File: config.mk
export PLATFORM = sky130hd
export DESIGN_NAME = lvl_pulse_classifier
export DESIGN_NICKNAME = d
export VERILOG_FILES = /design/src/rtl/lvlp_pkg.sv /design/src/rtl/lvlp_sync_filter.sv /design/src/rtl/lvlp_span_timer.sv /design/src/rtl/lvlp_judge.sv /design/src/rtl/lvl_pulse_classifier.sv
export SDC_FILE = /design/constraint.sdc
export NUM_CORES = 1
export LEC_CHECK = 0
export BUFFER_PORTS_ARGS = -buffer_cell sky130_fd_sc_hd__clkbuf_2
export CELL_PAD_IN_SITES_DETAIL_PLACEMENT = 1
export CELL_PAD_IN_SITES_GLOBAL_PLACEMENT = 2
export CORE_ASPECT_RATIO = 1.1
export CORE_MARGIN = 2
export CORE_UTILIZATION = 38
export DETAILED_ROUTE_END_ITERATION = 16
export HOLD_SLACK_MARGIN = 0.06
export PLACE_DENSITY_LB_ADDON = 0.1
export SLEW_MARGIN = 20
export SYNTH_ARGS = -nofsm -noshare
export SYNTH_HDL_FRONTEND = slang
export SYNTH_SLANG_ARGS = --single-unit
File: constraint.sdc
create_clock -name clk -period 2.1 [get_ports clk]
set_input_delay 0.315 -clock clk [delete_from_list [all_inputs] [get_ports clk]]
set_output_delay 0.315 -clock clk [all_outputs]
set_load 0.01 [all_outputs]
File: src/rtl/lvlp_pkg.sv
package lvlp_pkg;

   typedef enum logic [2:0] {
      PR_NONE,
      PR_MID,
      PR_HIGH,
      PR_BLOW,
      PR_ERR
   } pulse_res_e;

   // Microseconds to clock cycles for an integral-MHz clock.
   function automatic int unsigned us_to_cyc(input int unsigned clk_hz,
                                             input int unsigned us);
      return (clk_hz / 1_000_000) * us;
   endfunction

   function automatic int unsigned max2(input int unsigned a, input int unsigned b);
      return (a > b) ? a : b;
   endfunction

endpackage

File: src/rtl/lvlp_sync_filter.sv
module lvlp_sync_filter #(
   parameter int unsigned SYNC_STAGES = 2,
   parameter int unsigned TAPS        = 3
) (
   input  logic clk,
   input  logic rst_n,
   input  logic d_raw,
   output logic q_filt
);

   localparam int unsigned HALF = TAPS / 2;

   logic [SYNC_STAGES-1:0] sync_q;
   logic                   sync_out;

   always_ff @(posedge clk) begin
      if (!rst_n) sync_q <= '0;
      else        sync_q <= {sync_q[SYNC_STAGES-2:0], d_raw};
   end

   assign sync_out = sync_q[SYNC_STAGES-1];

   generate
      if (TAPS == 1) begin : g_bypass
         always_ff @(posedge clk) begin
            if (!rst_n) q_filt <= 1'b0;
            else        q_filt <= sync_out;
         end
      end else begin : g_majority
         logic [TAPS-1:0] hist;
         always_ff @(posedge clk) begin
            if (!rst_n) begin
               hist   <= '0;
               q_filt <= 1'b0;
            end else begin
               hist   <= {hist[TAPS-2:0], sync_out};
               q_filt <= ($countones(hist) > HALF);
            end
         end
      end
   endgenerate

endmodule

File: src/rtl/lvlp_span_timer.sv
module lvlp_span_timer #(
   parameter int unsigned CNT_W   = 10,
   parameter int unsigned ACT_SAT = 401,
   parameter int unsigned GAP_SAT = 80
) (
   input  logic             clk,
   input  logic             rst_n,
   input  logic             pin_act,
   output logic             rise,
   output logic             fall,
   output logic [CNT_W-1:0] act_cnt,
   output logic [CNT_W-1:0] gap_cnt
);

   localparam logic [CNT_W-1:0] ACT_TOP = CNT_W'(ACT_SAT);
   localparam logic [CNT_W-1:0] GAP_TOP = CNT_W'(GAP_SAT);
   localparam logic [CNT_W-1:0] ONE     = CNT_W'(1);

   logic prev_act;

   assign rise = pin_act & ~prev_act;
   assign fall = ~pin_act & prev_act;

   always_ff @(posedge clk) begin
      if (!rst_n) prev_act <= 1'b0;
      else        prev_act <= pin_act;
   end

   // Active width: restarts at each rise, holds after the fall until next rise.
   always_ff @(posedge clk) begin
      if (!rst_n)                           act_cnt <= '0;
      else if (rise)                        act_cnt <= ONE;
      else if (pin_act && act_cnt < ACT_TOP) act_cnt <= act_cnt + ONE;
   end

   // Low gap: cleared while active, saturates at the minimum gap.
   always_ff @(posedge clk) begin
      if (!rst_n)                            gap_cnt <= '0;
      else if (pin_act)                      gap_cnt <= '0;
      else if (gap_cnt < GAP_TOP)            gap_cnt <= gap_cnt + ONE;
   end


   cnt_sat_chk: assert property (@(posedge clk) disable iff (!rst_n)
      (act_cnt <= ACT_TOP) && (gap_cnt <= GAP_TOP));


   act_grow_chk: assert property (@(posedge clk) disable iff (!rst_n)
      (pin_act && !rise && act_cnt < ACT_TOP) |=> (act_cnt == $past(act_cnt) + ONE));

endmodule

File: src/rtl/lvlp_judge.sv
module lvlp_judge #(
   parameter int unsigned CNT_W    = 10,
   parameter int unsigned MIN_ACT  = 80,
   parameter int unsigned MIN_GAP  = 80,
   parameter int unsigned BLOW_MIN = 360,
   parameter int unsigned BLOW_MAX = 400
) (
   input  logic             clk,
   input  logic             rst_n,
   input  logic             mid_f,
   input  logic             high_f,
   input  logic             pin_act,
   input  logic             rise,
   input  logic             fall,
   input  logic [CNT_W-1:0] act_cnt,
   input  logic [CNT_W-1:0] gap_cnt,
   output logic             ev_mid,
   output logic             ev_high,
   output logic             ev_blow,
   output logic             ev_err
);
   import lvlp_pkg::*;

   localparam logic [CNT_W-1:0] ACT_LIM = CNT_W'(MIN_ACT);
   localparam logic [CNT_W-1:0] GAP_LIM = CNT_W'(MIN_GAP);
   localparam logic [CNT_W-1:0] BLOW_LO = CNT_W'(BLOW_MIN);
   localparam logic [CNT_W-1:0] BLOW_HI = CNT_W'(BLOW_MAX);

   logic       gap_bad_q;
   logic       lvl_bad_q;
   logic       hi_q;
   logic       lvl_now;
   pulse_res_e res;

   assign lvl_now = high_f & ~mid_f;

   // Per-pulse flags: loaded at the rise, accumulated while active.
   always_ff @(posedge clk) begin
      if (!rst_n) begin
         gap_bad_q <= 1'b0;
         lvl_bad_q <= 1'b0;
         hi_q      <= 1'b0;
      end else if (rise) begin
         gap_bad_q <= (gap_cnt < GAP_LIM);
         lvl_bad_q <= lvl_now;
         hi_q      <= high_f;
      end else if (pin_act) begin
         lvl_bad_q <= lvl_bad_q | lvl_now;
         hi_q      <= hi_q | high_f;
      end
   end

   always_comb begin
      res = PR_NONE;
      if (fall) begin
         if (gap_bad_q || lvl_bad_q || act_cnt < ACT_LIM) res = PR_ERR;
         else if (!hi_q)                                  res = PR_MID;
         else if (act_cnt < BLOW_LO)                      res = PR_HIGH;
         else if (act_cnt <= BLOW_HI)                     res = PR_BLOW;
         else                                             res = PR_ERR;
      end
   end

   always_ff @(posedge clk) begin
      if (!rst_n) begin
         ev_mid  <= 1'b0;
         ev_high <= 1'b0;
         ev_blow <= 1'b0;
         ev_err  <= 1'b0;
      end else begin
         ev_mid  <= (res == PR_MID);
         ev_high <= (res == PR_HIGH);
         ev_blow <= (res == PR_BLOW);
         ev_err  <= (res == PR_ERR);
      end
   end


   strobe_excl_chk: assert property (@(posedge clk) disable iff (!rst_n)
      $onehot0({ev_mid, ev_high, ev_blow, ev_err}));


   strobe_single_chk: assert property (@(posedge clk) disable iff (!rst_n)
      (ev_mid | ev_high | ev_blow | ev_err) |=> !(ev_mid | ev_high | ev_blow | ev_err));


   ev_after_fall_chk: assert property (@(posedge clk) disable iff (!rst_n)
      (ev_mid | ev_high | ev_blow | ev_err) |-> $past(!pin_act));


   blow_window_chk: assert property (@(posedge clk) disable iff (!rst_n)
      ev_blow |-> ($past(act_cnt) >= BLOW_LO && $past(act_cnt) <= BLOW_HI));


   mid_width_chk: assert property (@(posedge clk) disable iff (!rst_n)
      ev_mid |-> ($past(act_cnt) >= ACT_LIM));

endmodule

File: src/rtl/lvl_pulse_classifier.sv
module lvl_pulse_classifier #(
   parameter int unsigned CLK_HZ      = 125_000_000,
   parameter int unsigned ACT_MIN_US  = 20,
   parameter int unsigned GAP_MIN_US  = 20,
   parameter int unsigned BLOW_MIN_US = 90,
   parameter int unsigned BLOW_MAX_US = 100,
   parameter int unsigned SYNC_STAGES = 2,
   parameter int unsigned FILT_TAPS   = 3
) (
   input  logic clk,
   input  logic rst_n,
   input  logic cmp_mid,
   input  logic cmp_high,
   output logic ev_mid,
   output logic ev_high,
   output logic ev_blow,
   output logic ev_err
);
   import lvlp_pkg::*;

   localparam int unsigned MIN_ACT  = us_to_cyc(CLK_HZ, ACT_MIN_US);
   localparam int unsigned MIN_GAP  = us_to_cyc(CLK_HZ, GAP_MIN_US);
   localparam int unsigned BLOW_MIN = us_to_cyc(CLK_HZ, BLOW_MIN_US);
   localparam int unsigned BLOW_MAX = us_to_cyc(CLK_HZ, BLOW_MAX_US);
   localparam int unsigned ACT_SAT  = BLOW_MAX + 1;
   localparam int unsigned GAP_SAT  = MIN_GAP;
   localparam int unsigned CNT_W    = $clog2(max2(ACT_SAT, GAP_SAT) + 1);
   localparam int unsigned NBITS    = 2;

   generate
      if (CLK_HZ < 1_000_000 || (CLK_HZ % 1_000_000) != 0) begin : g_bad_clk
         $error("CLK_HZ must be a whole number of MHz");
      end
      if (SYNC_STAGES < 2) begin : g_bad_sync
         $error("SYNC_STAGES must be at least 2");
      end
      if (FILT_TAPS % 2 == 0) begin : g_bad_taps
         $error("FILT_TAPS must be odd");
      end
      if (MIN_ACT < 2 || BLOW_MIN <= MIN_ACT || BLOW_MAX < BLOW_MIN) begin : g_bad_win
         $error("width limits must satisfy 2 <= min < blow_min <= blow_max");
      end
   endgenerate

   logic [NBITS-1:0] raw_bits;
   logic [NBITS-1:0] filt_bits;
   logic             mid_f;
   logic             high_f;
   logic             pin_act;
   logic             rise;
   logic             fall;
   logic [CNT_W-1:0] act_cnt;
   logic [CNT_W-1:0] gap_cnt;

   assign raw_bits = {cmp_high, cmp_mid};

   generate
      for (genvar b = 0; b < NBITS; b++) begin : g_in
         lvlp_sync_filter #(
            .SYNC_STAGES(SYNC_STAGES),
            .TAPS       (FILT_TAPS)
         ) u_filt (
            .clk   (clk),
            .rst_n (rst_n),
            .d_raw (raw_bits[b]),
            .q_filt(filt_bits[b])
         );
      end
   endgenerate

   assign mid_f   = filt_bits[0];
   assign high_f  = filt_bits[1];
   assign pin_act = mid_f | high_f;

   lvlp_span_timer #(
      .CNT_W  (CNT_W),
      .ACT_SAT(ACT_SAT),
      .GAP_SAT(GAP_SAT)
   ) u_timer (
      .clk    (clk),
      .rst_n  (rst_n),
      .pin_act(pin_act),
      .rise   (rise),
      .fall   (fall),
      .act_cnt(act_cnt),
      .gap_cnt(gap_cnt)
   );

   lvlp_judge #(
      .CNT_W   (CNT_W),
      .MIN_ACT (MIN_ACT),
      .MIN_GAP (MIN_GAP),
      .BLOW_MIN(BLOW_MIN),
      .BLOW_MAX(BLOW_MAX)
   ) u_judge (
      .clk    (clk),
      .rst_n  (rst_n),
      .mid_f  (mid_f),
      .high_f (high_f),
      .pin_act(pin_act),
      .rise   (rise),
      .fall   (fall),
      .act_cnt(act_cnt),
      .gap_cnt(gap_cnt),
      .ev_mid (ev_mid),
      .ev_high(ev_high),
      .ev_blow(ev_blow),
      .ev_err (ev_err)
   );


   glitch_free_chk: assert property (@(posedge clk) disable iff (!rst_n)
      $rose(pin_act) |=> pin_act);

endmodule

==> results.cfg <==
[outcome]
status = complete, no violations

[placement]
dp_hpwl_um = 3490
placed_area_um2 = 2180
dpl_worst_slack_ns = 0.268
gp_congestion = 0.818
io_buffers = 7

[worst_setup_path]
worstPathCellList = inv_1, ha_1, nor2b_1, o311ai_2, a31oi_2, buf_4, or3_1, a21oi_1
worstSetupPathType = reg -> reg
worstPathRequired_ns = 2.34
endpoint_kind = flop
r2r_cells = 8
cp_max_fo = 14
timing.rr.start = u_timer.act_cnt[0]
r2r_slack_ns = 0.24
crit_arrival_ns = 2.10
max_stage_delay_ns = 0.37
timing.rr.end = u_timer.act_cnt[4]
critPathBufInv = 2
crit_end = u_timer.act_cnt[4]
crit_slowest_cell = or3_1
startpoint = u_timer.act_cnt[0]
cp-start-kind = flop
crit_cells = 8
critical-path-top-delay-family = compound AO/OA/AOI/OAI gates

[synth]
synth_cells = 235
synth_top_cell_area_share_pct = 46.1
synth.most_common_cell = dfxtp_1
yosys-top-cells-area = dfxtp_1, a21oi_1, and2_1
syn_area_per_cell_um2 = 8.87
syn_area_um2 = 2080
postSynth.asyncResetShare_pct = 0
yosys.area.top_type = dfxtp_1
synth_nets = 245
synth_edf_count = 0
ys_seq_elements = 48
ys_top_cells_by_count = dfxtp_1, nor2_1, a21oi_1
ys_types = 42
ys_seq_area_share_pct = 46.1
yosysWarnings = 0
synthFlopType = dfxtp_1

[floorplan]
start_util_pct = 39.1
fp-row-count = 28
design.core.area_um2 = 5330
die_area_um2 = 6090
die_h_um = 81.7
ios = 8
die_w_um = 74.6

[sta]
fmax_mhz = 537
hold_viol = 0
fin_crit_ns = 1.86
rsz0062_at_grt = false
setup_slack_ns = 0.237
worstMarginPinSlew_ns = 0.423
timing.final.crit_share_pct = 88.7
slew_viol_final = 0
setup_violations = 0
slew_headroom_pct = 71.7
whs_ns = 0.207
fin_skew_ns = 0.00656
finalSetupTns_ns = 0

[cts]
cts_tree = done
htreeDepth = 2
numCtsBuffers = 5
clock_path_buffers = 2
ctsHoldBuffers = 0
cts_resized = 0
cts_sinks = 48
clock_latency_ns = 0.31
clk_pin_slew_ns = 0.09
cts-root-buf = clkbuf_8
postCtsSetupRepairBufs = 0

[grt]
grt_pass1_wl_um = 8160
grt_antenna_before_repair = 0
gr-usage-all-layers_pct = 17.5
grt_max_degree = 24
grt_pass1_vias = 1843
gr-total-overflow = 0

[layout]
fillers = 642
seqCellArea_um2 = 961
num_antenna_cells = 0
drive_gt1_share_pct = 9.05
syn_to_final_growth_pct = 10.2
nNetsFinal = 252
stdcell_area_um2 = 2300
multiInputGateArea_um2 = 1040

[pwr]
switching_power_mw = 0.358
p_leak_nw = 0.836
p_comb_share_pct = 2.3
seq_power_share_pct = 56.2
p_int_mw = 1.30
p_per_area_nw_per_um2 = 720
finalPower_mw = 1.65
power_frac_clock_pct = 41.4
ir_drop_v = 0.000439
switching_share_pct = 21.7

[detailed_routing]
drc = 0
drt_first_pass_iters = 4
drt-total-wl_um = 4650
drtAntennaViolNets = 0
avgRoutedWirePerCell_um = 14.6
route.vias.total = 1701
vias_per_cell = 5.35
drt-initial-drc-count = 34

[job]
maxCapViolCount = 0

[hold_path]
hold_path_class = in -> reg
sequential cells by signal (all words and copies together), names as in the netlist:
register                     flops
g_in.u_filt.sync_q               4
u_judge.ev_high                  1
u_judge.ev_blow                  1
g_in.u_filt.g_majority.hist      6
u_judge.hi_q                     1
u_judge.lvl_bad_q                1
u_timer.act_cnt                 14
g_in.u_filt.q_filt               2
u_timer.gap_cnt                 14
u_judge.gap_bad_q                1
u_timer.prev_act                 1
u_judge.ev_mid                   1
u_judge.ev_err                   1
layer usage:
metal  GRT usage (%)  wire length (um)  up-vias
li1                -                 -      846
met1            17.8              1840      839
met3            4.54                94        7
met4            6.25                71        0
met5               0                 0        -
met2            33.9              2640        9
metrics by stage:
stage / cells / util (%)
2_1_floorplan: 235 / -
3_3_place_gp: 310 / 41.0
3_5_place_dp: 310 / 41.0
4_1_cts: 318 / 43.1
5_1_grt: 318 / 43.1
6_report: 318 / 43.1
cells by family (layout without fill, tap and decap cells):
group	count (synthesis)	count (layout)	share of synthesized area, %
compound gates	50	50	14.6
xor+xnor	9	9	3.78
fa+ha+maj	6	6	3.60
buf+inv	17	25	4.08
flops	48	48	46.1
mux	2	2	0.960
simple gates	103	103	26.9
worst min path at each step:
stage,from,endpoint,depth (start not counted)
final,cmp_mid,g_in[0].u_filt.sync_q[0],2
after global routing,cmp_mid,g_in[0].u_filt.sync_q[0],2
after CTS,cmp_mid,g_in[0].u_filt.sync_q[0],2
after detailed placement,g_in[1].u_filt.sync_q[1],g_in[1].u_filt.g_majority.hist[0],1
after global placement,g_in[1].u_filt.sync_q[1],g_in[1].u_filt.g_majority.hist[0],1
after floorplan,g_in[0].u_filt.sync_q[1],g_in[0].u_filt.g_majority.hist[0],1
cell usage in the layout (no fill, tap or decap), types with 2 or more instances in the layout:
cell,synthesis,layout
or3_1,12,12
nand3_1,10,10
a21boi_0,2,2
a21oi_1,19,19
o21ai_1,12,12
nor2b_1,6,6
clkbuf_2,0,7
clkinv_4,0,2
nand4_1,9,9
mux2i_1,2,2
buf_4,1,4
xnor2_1,4,4
and3_1,8,8
inv_1,6,6
nor4_1,3,3
xor2_1,5,5
a31oi_1,2,2
and2_1,12,12
nor2_1,20,20
nand2_1,14,14
clkbuf_8,0,5
nor3_1,2,2
o21ai_0,6,6
dfxtp_1,48,48
ha_1,6,6
final cells by class:
cell class | count | share of cell area, %
tap | 75 | 4.08
clock inverter | 3 | 2.07
sequential | 48 | 41.8
multi-input combinational | 170 | 45.2
timing repair buffer | 11 | 2.83
clock buffer | 5 | 3.00
inverter | 6 | 0.980
power groups by stage:
stage | combinational, mW | clock (mW) | sequential, mW
after detailed placement | 0.0401 | 0 | 0.951
after global placement | 0.0370 | 0 | 0.950
after floorplan | 0.0282 | 0 | 0.948
after CTS | 0.0405 | 0.712 | 0.930
after global routing | 0.0454 | 0.746 | 0.931
final | 0.0388 | 0.685 | 0.929
worst register-to-register path: stages, from the launching register on:
cell	delay, ns
dfxtp_1	0.34
inv_1	0.11
ha_1	0.16
nor2b_1	0.05
o311ai_2	0.27
a31oi_2	0.14
buf_4	0.20
or3_1	0.37
a21oi_1	0.16
No activity file was read; power rests on OpenSTA's default activity.
